===== src/rtl/hpt_pkg.sv =====
// Shared constants, types and the entry decoder for the hashed page table
// walker. Bit positions follow the LSB-0 convention of the brief.
package hpt_pkg;

    localparam int VSID_W     = 24;
    localparam int ADDR_W     = 32;
    localparam int HASH_W     = 19;
    localparam int PIDX_W     = 16;
    localparam int MASK_W     = 9;
    localparam int BASE_W     = 16;
    localparam int RPN_W      = 20;
    localparam int API_W      = 6;
    localparam int OFS_W      = 12;
    localparam int ENTRY_W    = 64;
    localparam int ENTRY_SHIFT = 3;   // 8-byte entries
    localparam int GROUP_SHIFT = 6;   // 64-byte groups

    // Decoded page table entry.
    typedef struct packed {
        logic              valid;
        logic [VSID_W-1:0] vsid;
        logic              sec;
        logic [API_W-1:0]  api;
        logic [RPN_W-1:0]  rpn;
        logic              refd;
        logic              chg;
        logic [3:0]        wimg;
        logic [1:0]        pp;
    } hpt_entry_t;

    // Walk controller states.
    typedef enum logic [1:0] {
        ST_IDLE  = 2'd0,
        ST_ISSUE = 2'd1,
        ST_WAIT  = 2'd2,
        ST_DONE  = 2'd3
    } walk_state_e;

    // Split a raw 64-bit entry into its fields (word 0 in the upper half).
    function automatic hpt_entry_t decode_entry(input logic [ENTRY_W-1:0] raw);
        hpt_entry_t e;
        e.valid = raw[63];
        e.vsid  = raw[62:39];
        e.sec   = raw[38];
        e.api   = raw[37:32];
        e.rpn   = raw[31:12];
        e.refd  = raw[8];
        e.chg   = raw[7];
        e.wimg  = raw[6:3];
        e.pp    = raw[1:0];
        return e;
    endfunction

endpackage


===== src/rtl/hpt_hash.sv =====
// Group address generator.
// Computes the primary or (when secondary_i is set) complemented hash of the
// segment identifier and page index, and folds it into the table base under
// the hash mask. Purely combinational. Assumes software keeps base bits that
// overlap set mask bits at zero (table aligned to its size).
module hpt_hash
    import hpt_pkg::*;
(
    input  logic [HASH_W-1:0] vsid_lo_i,
    input  logic [PIDX_W-1:0] page_idx_i,
    input  logic [BASE_W-1:0] base_i,
    input  logic [MASK_W-1:0] mask_i,
    input  logic              secondary_i,
    output logic [ADDR_W-1:0] group_addr_o
);

    localparam int LOW_W  = HASH_W - MASK_W;          // hash bits used unmasked
    localparam int TOP_W  = BASE_W - MASK_W;          // base bits passed through
    localparam int PAD_W  = HASH_W - PIDX_W;

    logic [HASH_W-1:0] raw_hash;
    logic [HASH_W-1:0] hash_sel;
    logic [MASK_W-1:0] mid_bits;

    // Form the XOR hash and pick the pass variant.
    always_comb begin
        raw_hash = vsid_lo_i ^ {{PAD_W{1'b0}}, page_idx_i};
        hash_sel = secondary_i ? ~raw_hash : raw_hash;
    end

    // Merge the masked upper hash bits with the base and build the address.
    always_comb begin
        mid_bits     = (hash_sel[HASH_W-1:LOW_W] & mask_i) | base_i[MASK_W-1:0];
        group_addr_o = {base_i[BASE_W-1:BASE_W-TOP_W], mid_bits,
                        hash_sel[LOW_W-1:0], {GROUP_SHIFT{1'b0}}};
    end

endmodule


===== src/rtl/hpt_entry_cmp.sv =====
// Entry comparator.
// Decodes one entry read from memory and decides whether it translates the
// current page in the current pass. Also presents the result fields.
// Purely combinational; the caller qualifies hit_o with read-data valid.
module hpt_entry_cmp
    import hpt_pkg::*;
(
    input  logic [ENTRY_W-1:0] entry_i,
    input  logic [VSID_W-1:0]  vsid_i,
    input  logic [API_W-1:0]   api_i,
    input  logic               secondary_i,
    output logic               hit_o,
    output logic [RPN_W-1:0]   rpn_o,
    output logic [3:0]         wimg_o,
    output logic [1:0]         pp_o
);

    hpt_entry_t ent;
    logic       tag_ok;
    logic       unused_entry_bits;

    // Decode the raw entry.
    always_comb ent = decode_entry(entry_i);

    // Match valid, pass flag, segment identifier and abbreviated page index.
    always_comb begin
        tag_ok = (ent.vsid == vsid_i) && (ent.api == api_i);
        hit_o  = ent.valid && (ent.sec == secondary_i) && tag_ok;
    end

    // Pass the translation fields through.
    always_comb begin
        rpn_o  = ent.rpn;
        wimg_o = ent.wimg;
        pp_o   = ent.pp;
    end

    // Fields that this engine reads but does not act on.
    assign unused_entry_bits = ^{ent.refd, ent.chg, entry_i[11:9], entry_i[2]};

endmodule


===== src/rtl/hpt_walk_ctrl.sv =====
// Walk controller.
// Sequences one translation: issues a one-cycle read per entry, waits for the
// data, steps through the group, switches to the secondary pass after the
// last primary entry and ends with a one-cycle done. Accepts start only when
// idle. Assumes the memory answers each request exactly once, later.
module hpt_walk_ctrl
    import hpt_pkg::*;
#(
    parameter int GROUP_ENTRIES = 8,
    localparam int IDX_W = $clog2(GROUP_ENTRIES)
)(
    input  logic             clk,
    input  logic             rst_n,
    input  logic             start_i,
    input  logic             mem_valid_i,
    input  logic             entry_hit_i,
    output logic             busy_o,
    output logic             done_o,
    output logic             mem_req_o,
    output logic [IDX_W-1:0] idx_o,
    output logic             secondary_o,
    output logic             load_o,
    output logic             cap_hit_o,
    output logic             cap_fault_o
);

    localparam logic [IDX_W-1:0] LAST_IDX = IDX_W'(GROUP_ENTRIES - 1);

    walk_state_e      state_q;
    logic [IDX_W-1:0] idx_q;
    logic             sec_q;
    logic             last_entry;
    logic             data_in;

    // Decode events of the current cycle.
    always_comb begin
        last_entry  = (idx_q == LAST_IDX);
        data_in     = (state_q == ST_WAIT) && mem_valid_i;
        load_o      = (state_q == ST_IDLE) && start_i;
        cap_hit_o   = data_in && entry_hit_i;
        cap_fault_o = data_in && !entry_hit_i && last_entry && sec_q;
    end

    // State, entry index and pass registers.
    always_ff @(posedge clk) begin
        if (!rst_n) begin
            state_q <= ST_IDLE;
            idx_q   <= '0;
            sec_q   <= 1'b0;
        end else begin
            case (state_q)
                ST_IDLE: begin
                    if (start_i) begin
                        state_q <= ST_ISSUE;
                        idx_q   <= '0;
                        sec_q   <= 1'b0;
                    end
                end
                ST_ISSUE: state_q <= ST_WAIT;
                ST_WAIT: begin
                    if (mem_valid_i) begin
                        if (entry_hit_i) begin
                            state_q <= ST_DONE;
                        end else if (!last_entry) begin
                            idx_q   <= idx_q + 1'b1;
                            state_q <= ST_ISSUE;
                        end else if (!sec_q) begin
                            sec_q   <= 1'b1;
                            idx_q   <= '0;
                            state_q <= ST_ISSUE;
                        end else begin
                            state_q <= ST_DONE;
                        end
                    end
                end
                default: state_q <= ST_IDLE;
            endcase
        end
    end

    // Drive the status and request outputs from the state.
    always_comb begin
        busy_o      = (state_q != ST_IDLE);
        done_o      = (state_q == ST_DONE);
        mem_req_o   = (state_q == ST_ISSUE);
        idx_o       = idx_q;
        secondary_o = sec_q;
    end

endmodule


===== src/rtl/hpt_walker.sv =====
// Hashed page table search engine (top).
// Holds the table configuration register and the request being translated,
// drives the group address generator and entry comparator from the walk
// controller, and keeps the result of the last walk. Assumes a memory port
// that returns one 64-bit entry per request with any latency.
module hpt_walker
    import hpt_pkg::*;
#(
    parameter int GROUP_ENTRIES = 8,
    localparam int IDX_W = $clog2(GROUP_ENTRIES)
)(
    input  logic               clk,
    input  logic               rst_n,
    input  logic               cfg_load,
    input  logic [31:0]        cfg_data,
    input  logic               start,
    input  logic [VSID_W-1:0]  vsid_in,
    input  logic [ADDR_W-1:0]  ea_in,
    output logic               busy,
    output logic               done,
    output logic               hit,
    output logic               fault,
    output logic [ADDR_W-1:0]  real_addr,
    output logic [3:0]         wimg,
    output logic [1:0]         prot,
    output logic               mem_req,
    output logic [ADDR_W-1:0]  mem_addr,
    input  logic               mem_valid,
    input  logic [ENTRY_W-1:0] mem_data
);

    logic [BASE_W-1:0] cfg_base_q;
    logic [MASK_W-1:0] cfg_mask_q;
    logic [VSID_W-1:0] vsid_q;
    logic [ADDR_W-1:0] ea_q;

    logic              hit_q, fault_q;
    logic [ADDR_W-1:0] ra_q;
    logic [3:0]        wimg_q;
    logic [1:0]        prot_q;

    logic [IDX_W-1:0]  idx;
    logic              secondary;
    logic              load, cap_hit, cap_fault;
    logic              entry_hit;
    logic [RPN_W-1:0]  ent_rpn;
    logic [3:0]        ent_wimg;
    logic [1:0]        ent_pp;
    logic [ADDR_W-1:0] group_addr;
    logic              unused_top_bits;

    // Configuration register; writes are blocked during a walk.
    always_ff @(posedge clk) begin
        if (!rst_n) begin
            cfg_base_q <= '0;
            cfg_mask_q <= '0;
        end else if (cfg_load && !busy) begin
            cfg_base_q <= cfg_data[31:16];
            cfg_mask_q <= cfg_data[MASK_W-1:0];
        end
    end

    // Capture the request when a walk begins.
    always_ff @(posedge clk) begin
        if (!rst_n) begin
            vsid_q <= '0;
            ea_q   <= '0;
        end else if (load) begin
            vsid_q <= vsid_in;
            ea_q   <= ea_in;
        end
    end

    // Result registers: cleared at start, set by the terminating event.
    always_ff @(posedge clk) begin
        if (!rst_n) begin
            hit_q   <= 1'b0;
            fault_q <= 1'b0;
            ra_q    <= '0;
            wimg_q  <= '0;
            prot_q  <= '0;
        end else if (load) begin
            hit_q   <= 1'b0;
            fault_q <= 1'b0;
            ra_q    <= '0;
            wimg_q  <= '0;
            prot_q  <= '0;
        end else if (cap_hit) begin
            hit_q   <= 1'b1;
            ra_q    <= {ent_rpn, ea_q[OFS_W-1:0]};
            wimg_q  <= ent_wimg;
            prot_q  <= ent_pp;
        end else if (cap_fault) begin
            fault_q <= 1'b1;
        end
    end

    hpt_walk_ctrl #(.GROUP_ENTRIES(GROUP_ENTRIES)) u_ctrl (
        .clk         (clk),
        .rst_n       (rst_n),
        .start_i     (start),
        .mem_valid_i (mem_valid),
        .entry_hit_i (entry_hit),
        .busy_o      (busy),
        .done_o      (done),
        .mem_req_o   (mem_req),
        .idx_o       (idx),
        .secondary_o (secondary),
        .load_o      (load),
        .cap_hit_o   (cap_hit),
        .cap_fault_o (cap_fault)
    );

    hpt_hash u_hash (
        .vsid_lo_i    (vsid_q[HASH_W-1:0]),
        .page_idx_i   (ea_q[OFS_W+PIDX_W-1:OFS_W]),
        .base_i       (cfg_base_q),
        .mask_i       (cfg_mask_q),
        .secondary_i  (secondary),
        .group_addr_o (group_addr)
    );

    hpt_entry_cmp u_cmp (
        .entry_i     (mem_data),
        .vsid_i      (vsid_q),
        .api_i       (ea_q[OFS_W+PIDX_W-1:OFS_W+PIDX_W-API_W]),
        .secondary_i (secondary),
        .hit_o       (entry_hit),
        .rpn_o       (ent_rpn),
        .wimg_o      (ent_wimg),
        .pp_o        (ent_pp)
    );

    // Entry address inside the selected group.
    always_comb mem_addr = group_addr + (ADDR_W'(idx) << ENTRY_SHIFT);

    // Result outputs.
    always_comb begin
        hit       = hit_q;
        fault     = fault_q;
        real_addr = ra_q;
        wimg      = wimg_q;
        prot      = prot_q;
    end

    // Reserved configuration bits and address bits above the page index.
    assign unused_top_bits = ^{cfg_data[15:MASK_W], ea_q[ADDR_W-1:OFS_W+PIDX_W]};

endmodule


===== config.mk =====
export PLATFORM = sky130hd
export DESIGN_NAME = hpt_walker
export DESIGN_NICKNAME = d
export VERILOG_FILES = /design/src/rtl/hpt_pkg.sv /design/src/rtl/hpt_hash.sv /design/src/rtl/hpt_entry_cmp.sv /design/src/rtl/hpt_walk_ctrl.sv /design/src/rtl/hpt_walker.sv
export SDC_FILE = /design/constraint.sdc
export NUM_CORES = 1
export LEC_CHECK = 0
export ABC_AREA = 1
export CELL_PAD_IN_SITES_DETAIL_PLACEMENT = 0
export CELL_PAD_IN_SITES_GLOBAL_PLACEMENT = 1
export CORE_ASPECT_RATIO = 2
export CORE_MARGIN = 2
export CORE_UTILIZATION = 40
export CTS_BUF_LIST = sky130_fd_sc_hd__clkbuf_4 sky130_fd_sc_hd__clkbuf_8
export CTS_CLUSTER_DIAMETER = 200
export DETAILED_ROUTE_END_ITERATION = 7
export DONT_BUFFER_PORTS = 1
export PLACE_DENSITY = 0.82
export SYNTH_ARGS = -nofsm -noshare
export SYNTH_HDL_FRONTEND = slang
export SYNTH_HIERARCHICAL = 1
export SYNTH_SLANG_ARGS = --single-unit

===== constraint.sdc =====
create_clock -name clk -period 2 [get_ports clk]
set_clock_uncertainty 0.1 [all_clocks]
set_input_delay 0.5 -clock clk [delete_from_list [all_inputs] [get_ports clk]]
set_output_delay 0.5 -clock clk [all_outputs]
set_load 0.01 [all_outputs]

==> results of run 1 <==
==> synthesized netlist by cell type, types with 2 or more instances <==
library cell | n | area (um^2)
o21ai_1 | 9 | 45.0
clkbuf_2 | 2 | 10.0
a21oi_1 | 46 | 230
buf_4 | 39 | 293
nand3_1 | 20 | 100
inv_1 | 101 | 379
buf_6 | 2 | 22.5
o21a_1 | 4 | 30.0
nand2_2 | 3 | 18.8
inv_2 | 6 | 22.5
nor2_4 | 7 | 78.8
nand3b_1 | 12 | 90.1
nand2_4 | 4 | 45.0
clkbuf_1 | 28 | 105
o21ai_0 | 75 | 375
buf_2 | 5 | 25.0
xor2_1 | 17 | 149
dfxtp_1 | 123 | 2460
xnor2_1 | 14 | 123
nand2_1 | 295 | 1110
nor2_2 | 3 | 18.8
ha_1 | 6 | 75.1
nor2_1 | 222 | 833
a21o_1 | 3 | 22.5
==> where the power goes <==
| group | total [mW] | leakage (nW) | switching, mW | internal [mW] |
|---|---|---|---|---|
| combinational | 1.71 | 2.85 | 0.976 | 0.738 |
| sequential | 2.76 | 1.01 | 0.150 | 2.61 |
| clock | 2.28 | 0.194 | 1.04 | 1.23 |
| total | 6.75 | 4.05 | 2.17 | 4.58 |
==> worst max-delay path by stage <==
stage,endpoint,slack (ns)
after floorplan,real_addr[23],0.04
after global placement,real_addr[10],-0.30
after detailed placement,real_addr[1],-0.33
after CTS,mem_addr[19],-0.30
after global routing,real_addr[14],-0.36
final,mem_addr[9],-0.24
==> cells in the final DEF, fill, tap and decap left out, types with 8 or more instances in the layout <==
cell type,Yosys,final
xor2_4,0,8
inv_1,101,98
a21oi_2,0,39
nand2_4,4,50
o21ai_0,75,70
buf_4,39,57
nand2_2,3,52
o21ai_1,9,13
dfxtp_1,123,116
clkbuf_8,0,20
nand3_1,20,14
buf_12,0,11
nand2_1,295,200
buf_6,2,19
nand3b_1,12,12
nor2_1,222,217
xnor2_2,0,9
nor2_4,7,10
==> through the flow <==
| step | total power [mW] | hold WS [ns] | util [%] |
|---|---|---|---|
| floorplan | 3.70 | 0.333 | - |
| global placement | 4.10 | 0.344 | 42.3 |
| detailed placement | 4.12 | 0.349 | 42.3 |
| CTS | 6.66 | 0.0504 | 50.2 |
| global route | 7.09 | 0.0442 | 55.3 |
| finish | 6.75 | 0.0798 | 55.3 |
==> layout make-up <==
type | count | area (um^2)
fill | 1565 | 7460
multi-input combinational | 754 | 4500
sequential | 123 | 2470
timing repair buffer | 99 | 1160
inverter | 107 | 422
clock buffer | 22 | 290
tap | 207 | 259
clock inverter | 10 | 116
==> state kept, by name (all words and copies together), names as in the netlist <==
signal / cells
wimg: 4
u_ctrl/state_q: 2
cfg_base_q: 16
u_ctrl/idx_o: 3
cfg_mask_q: 9
u_ctrl/secondary_o: 1
real_addr: 32
ea_q: 28
fault: 1
vsid_q: 24
hit: 1
prot: 2
==> per-layer routing <==
layer	global-route usage, %	up-vias	share of wire, %	wire length, um
li1	-	3274	-	-
met1	22.5	2932	33	7730
met2	48.3	218	57	13500
met3	6.79	49	5.5	1300
met4	14.6	0	5.1	1200
met5	0	-	0	0
==> timing repair <==
action | CTS | global route
setup buffers | 15 | 22
gates cloned | 10 | 3
hold buffers | 0 | 0
setup endpoints to repair | 64 | 64
pin swaps | 49 | 71
resized for setup | 110 | 184
==> critical path, delay by kind of cell, from the launching register on <==
kind,cells,cell delay (ns)
buffers and inverters,4,0.47
xor gates and xnor gates,2,0.35
DFF,1,0.38
==> kinds of logic (layout without fill, tap and decap cells) <==
| group | count (synthesis) | after routing | share of synthesized area, % |
|---|---|---|---|
| other cells | 1 | 6 | 0.0554 |
| fa+ha+maj | 7 | 7 | 1.40 |
| simple gates | 572 | 572 | 34.9 |
| flops | 123 | 123 | 36.4 |
| xor+xnor | 32 | 32 | 4.25 |
| compound gates | 137 | 137 | 10.4 |
| buf+inv | 183 | 238 | 12.7 |
==> results.md, run 1 <==
* Initial detailed-routing violation count at between 200 and 250
* GR Overflow Total at 0
* Fin cells at roughly 1300
* Startpoint types: flip-flop
* Synthesized netlist cell count at between 1000 and 1500
* Final Hold Viols at 0
* Synth Cell Area at about 6800 um^2
* Synth warnings at 6
* Cell row count at 67
* Ratio of final minimum period to clock period at 112%
* Max Freq at approximately 450 MHz
* Vias in the first global route at 6196
* EDFF count, synth at 0
* Final Wtd Congestion at roughly 0.84
* Initial antenna violation count at 0
* Post-Place Worst Slack at -0.329 ns
* First-pass DRT Iterations at 4
* Drt wl/cell at about 18 um
* Total wire length at 23.7 mm
* Skew-Pair Late Insertion Delay at ~0.44 ns
* Outcome: complete, but fails checks
* Cts bufs inserted at 17
* # port buffers at 0
* Slew Viols, Final at 0
* CP max-delay cell: dfxtp_4
* # setup viols final at between 50 and 60
* Worst hold path class: in -> reg
* Clock buffer depth at 2
* Critical path class: reg -> out
* Share of layout cells above drive strength 1 at a little under a third
* Area Growth Syn to Fin at 36.2%
* Die area at between 15000 and 20000 um^2
* Worst Path Required at between 1 and 1.5 ns
* Nets at about 1300
* #FFs+latches synth at ~120
* I/O pins at around 230
* Reg2Reg Depth at 17
* Vias/cell at 4.90
* Worst vdd ir at roughly 670 uV
* Core area at 16700 um^2
* CTS tree: built
* Power per cell area at 732 nW/um^2
* Final ANT Viol Nets at 0
* CTS clk-pin slew, worst paths at 0.08 ns
* Distinct cell type count after synthesis at 33
* Sequential area share after synthesis at ~36%
* Die width at 96.0 um
* CTS H-tree depth at 4
* Largest net degree at the start of global routing at 84
* Hold path cells at 2
* Rel. slew slack at 58.5%
* Detailed-route via count at between 6000 and 7000
* RSZ-0062 raised after global routing: true
* Residual DRC at 0
* Top_reg_cell synth: dfxtp_1
* Die extent in y at between 150 and 200 um
* Root buf cell: clkbuf_8
* Hpwl dp at roughly 16 mm
* Critical Path Fanout Max at 7
* Leakage at 4.05 nW
* Ys async rst share at 0%
* Worst R2R End: real_addr[14]
* Max stage delay on crit path at around 0.38 ns
* Aggregate negative setup slack at -8.97 ns
* Reg2reg setup slack at -0.22 ns
* Hold path startpoint: mem_data[1]
* Clk sink count at roughly 120
* Setup WS post-layout at -0.242 ns
* Syn avg cell area at 6.42 um^2
* Critical Path Source: u_ctrl/secondary_o
* Antenna diodes at 0
* Placed Area at 7060 um^2
* Initial Util at 40.6%
* Reg2reg start: vsid_q[0]
* Minimum clock period at 2.24 ns
* Placed instance count at 1246
* CP cell instances: buf_6 -> inv_8 -> buf_12 -> buf_4 -> xor2_4 -> xnor2_2
* Worst Setup End Kind: output port
* Hold-critical path endpoint: prot[1]
* Failing checks: negative setup slack
* Post-route cell area at slightly above 9000 um^2
* First-pass GRT wire length at between 30 and 40 mm
* Maxcap violations at 0
* Tightest Pin Transition at between 0.6 and 0.7 ns
* CP arrival at 1.64 ns
* Gr usage total at between 20 and 30%
Power figures use the tool's default switching activity.
==> run 2: changes to the inputs <==
--- a/config.mk
+++ b/config.mk
@@ -6,16 +6,16 @@
 export NUM_CORES = 1
 export LEC_CHECK = 0
 export ABC_AREA = 1
+export ABC_CLOCK_PERIOD_IN_PS = 2000
 export CELL_PAD_IN_SITES_DETAIL_PLACEMENT = 0
 export CELL_PAD_IN_SITES_GLOBAL_PLACEMENT = 1
 export CORE_ASPECT_RATIO = 2
-export CORE_MARGIN = 2
-export CORE_UTILIZATION = 40
-export CTS_BUF_LIST = sky130_fd_sc_hd__clkbuf_4 sky130_fd_sc_hd__clkbuf_8
+export CORE_MARGIN = 4
+export CORE_UTILIZATION = 39
 export CTS_CLUSTER_DIAMETER = 200
 export DETAILED_ROUTE_END_ITERATION = 7
 export DONT_BUFFER_PORTS = 1
-export PLACE_DENSITY = 0.82
+export PLACE_DENSITY = 0.8
 export SYNTH_ARGS = -nofsm -noshare
 export SYNTH_HDL_FRONTEND = slang
 export SYNTH_HIERARCHICAL = 1
==> run 2 against run 1 <==
- the flow still finishes with violations (negative setup slack)
- sequential power is essentially flat
- combinational power shrank 7%
- die area grew 8.9%
- clock power grew 32%
- maximum frequency grew 1.5%
- utilization shrank 5.5 points
- first-iteration DRC count is the same
- worst setup slack gained 0.033 ns
- critical path type unchanged
- largest power group is now the clock network
==> results.md, run 2 (synthesized netlist as in run 1, its figures left out) <==
* Final ANT Viol Nets at 0 (unchanged)
* Outcome: complete, but fails checks (unchanged)
* First-pass GRT wire length at 33.5 mm (was 33.4 mm)
* GR Overflow Total at 0 (unchanged)
* Clock buffer depth at 2 (unchanged)
* Initial antenna violation count at 1 (was 0)
* Fin cells at 1301 (was 1322)
* Number of flip-flops in the largest register at 32 (unchanged)
* Final Wtd Congestion at 0.939 (was 0.836)
* Maxcap violations at 0 (unchanged)
* Post-CTS Hold Buffers at 0 (unchanged)
* Die extent in y at 194 um (was 188 um)
* Root buf cell: clkbuf_16 (was clkbuf_8)
* Residual DRC at 0 (unchanged)
* Setup WS post-layout at -0.209 ns (was -0.242 ns)
* Share of layout cells above drive strength 1 at 19.1% (was 30.8%)
* Vias in the first global route at 6360 (was 6196)
* Slew Viols, Final at 0 (unchanged)
* Core area at 16900 um^2 (was 16700 um^2)
* Initial Util at 40.0% (was 40.6%)
* # port buffers at 0 (unchanged)
* Vias/cell at 4.82 (was 4.90)
* Post-Place Worst Slack at -0.241 ns (was -0.329 ns)
* Clk sink count at 123 (unchanged)
* Worst hold path class: in -> reg (unchanged)
* Area Growth Syn to Fin at 24.4% (was 36.2%)
* Commonest non-fill, non-tap cell in the layout: nand2_1 (was nor2_1)
* Final Hold Viols at 0 (unchanged)
* RSZ-0062 raised after global routing: true (unchanged)
* Post-route cell area at 8420 um^2 (was 9220 um^2)
* CTS H-tree depth at 4 (unchanged)
* Hold WS at 0.112 ns (was 0.0798 ns)
* Largest net degree at the start of global routing at 84 (unchanged)
* Startpoint types: flip-flop (unchanged)
* Worst vdd ir at 612 uV (was 666 uV)
* Worst Setup End Kind: output port (unchanged)
* First-pass DRT Iterations at 5 (was 4)
* Hold path cells at 2 (unchanged)
* Leakage at 3.75 nW (was 4.05 nW)
* Skew-Pair Late Insertion Delay at 0.42 ns (was 0.44 ns)
* Total wire length at 22.7 mm (was 23.7 mm)
* Critical path class: reg -> out (unchanged)
* Minimum clock period at 2.21 ns (was 2.24 ns)
* Cell row count at 67 (unchanged)
* Initial detailed-routing violation count at 232 (unchanged)
* CTS tree: built (unchanged)
* Max Freq at 453 MHz (was 446 MHz)
* Hold path startpoint: ea_in[20] (was mem_data[1])
* I/O pins at 232 (unchanged)
* Reg2reg start: u_ctrl/secondary_o (was vsid_q[0])
* Placed Area at 7060 um^2 (unchanged)
* Failing checks: negative setup slack (unchanged)
* CTS clk-pin slew, worst paths at 0.06 ns (was 0.08 ns)
* Design Power at 7.36 mW (was 6.75 mW)
* Reg2Reg Depth at 15 (was 17)
* Power per cell area at 874 nW/um^2 (was 732 nW/um^2)
* Worst Path Required at 1.40 ns (about the same)
* # setup viols final at 41 (was 59)
* Critical Path Fanout Max at 2 (was 7)
* Detailed-route via count at 6268 (was 6473)
* Most frequent cells in the layout: nand2_1, nor2_1, dfxtp_1 (was nor2_1, nand2_1, dfxtp_1)
* Gr usage total at 22.5% (was 25.4%)
* CP arrival at 1.61 ns (was 1.64 ns)
* Critical Path Source: vsid_q[2] (was u_ctrl/secondary_o)
* Drt wl/cell at 17.5 um (was 17.9 um)
* Nets at 1245 (was 1266)
* Die width at 101 um (was 96.0 um)
* Post-Route Utilization at 49.7% (was 55.3%)
* Aggregate negative setup slack at -3.97 ns (was -8.97 ns)
* Hpwl dp at 16.9 mm (was 15.8 mm)
* Placed instance count at 1246 (unchanged)
* Ratio of final minimum period to clock period at 110% (was 112%)
* Die area at 19700 um^2 (was 18000 um^2)
* Cts bufs inserted at 17 (unchanged)
-- run 2: changes by cell type in the layout (fill, tap and decap cells not counted), moves of 18 or more --
cell / change
nand2_1: +72
nand2_4: -43
a21oi_1: +33
a21oi_2: -33
nand2_2: -29
clkbuf_8: -20
clkbuf_16: +18
-- run 2: area by class of cell --
cell class	instances	area (um^2)
clock buffer	18	429
inverter	107	414
tap	207	259
fill	1785	8520
timing repair buffer	78	792
multi-input combinational	754	3900
sequential	123	2480
clock inverter	13	145
antenna	1	2.50
-- run 2: power breakdown --
part	switching [mW]	internal, mW	leakage, nW
sequential	0.146	2.62	1.01
combinational	0.913	0.674	2.47
clock	1.18	1.83	0.273
total	2.24	5.12	3.75
-- run 2: final timing paths --
check	to	slack [ns]
setup / recovery	mem_addr[8]	-0.21
hold / removal	ea_q[20]	0.11
setup reg to reg	real_addr[21]	-0.08
hold reg to reg	real_addr[1]	0.36
-- run 2: critical path: stages, from the launching register on --
cell and delay, ns:
dfxtp_2 0.33, buf_6 0.12, xnor2_4 0.18, xor2_2 0.20
xor2_1 0.21, buf_4 0.15
-- run 2: layer usage --
metal	part of all wire [%]	routed length (um)	vias up	track usage, %
met5	0	0	-	0
met4	4.7	1080	0	13.1
met3	7.2	1650	45	7.10
met2	56	12800	207	41.6
met1	32	7170	2784	20.6
li1	-	-	3232	-
-- run 2: repair_timing --
action / CTS / global route
gates cloned: 0 / 5
resized for setup: 72 / 37
pin swaps: 28 / 40
endpoints found under the setup margin: 62 / 64
buffers inserted: 11 / 7
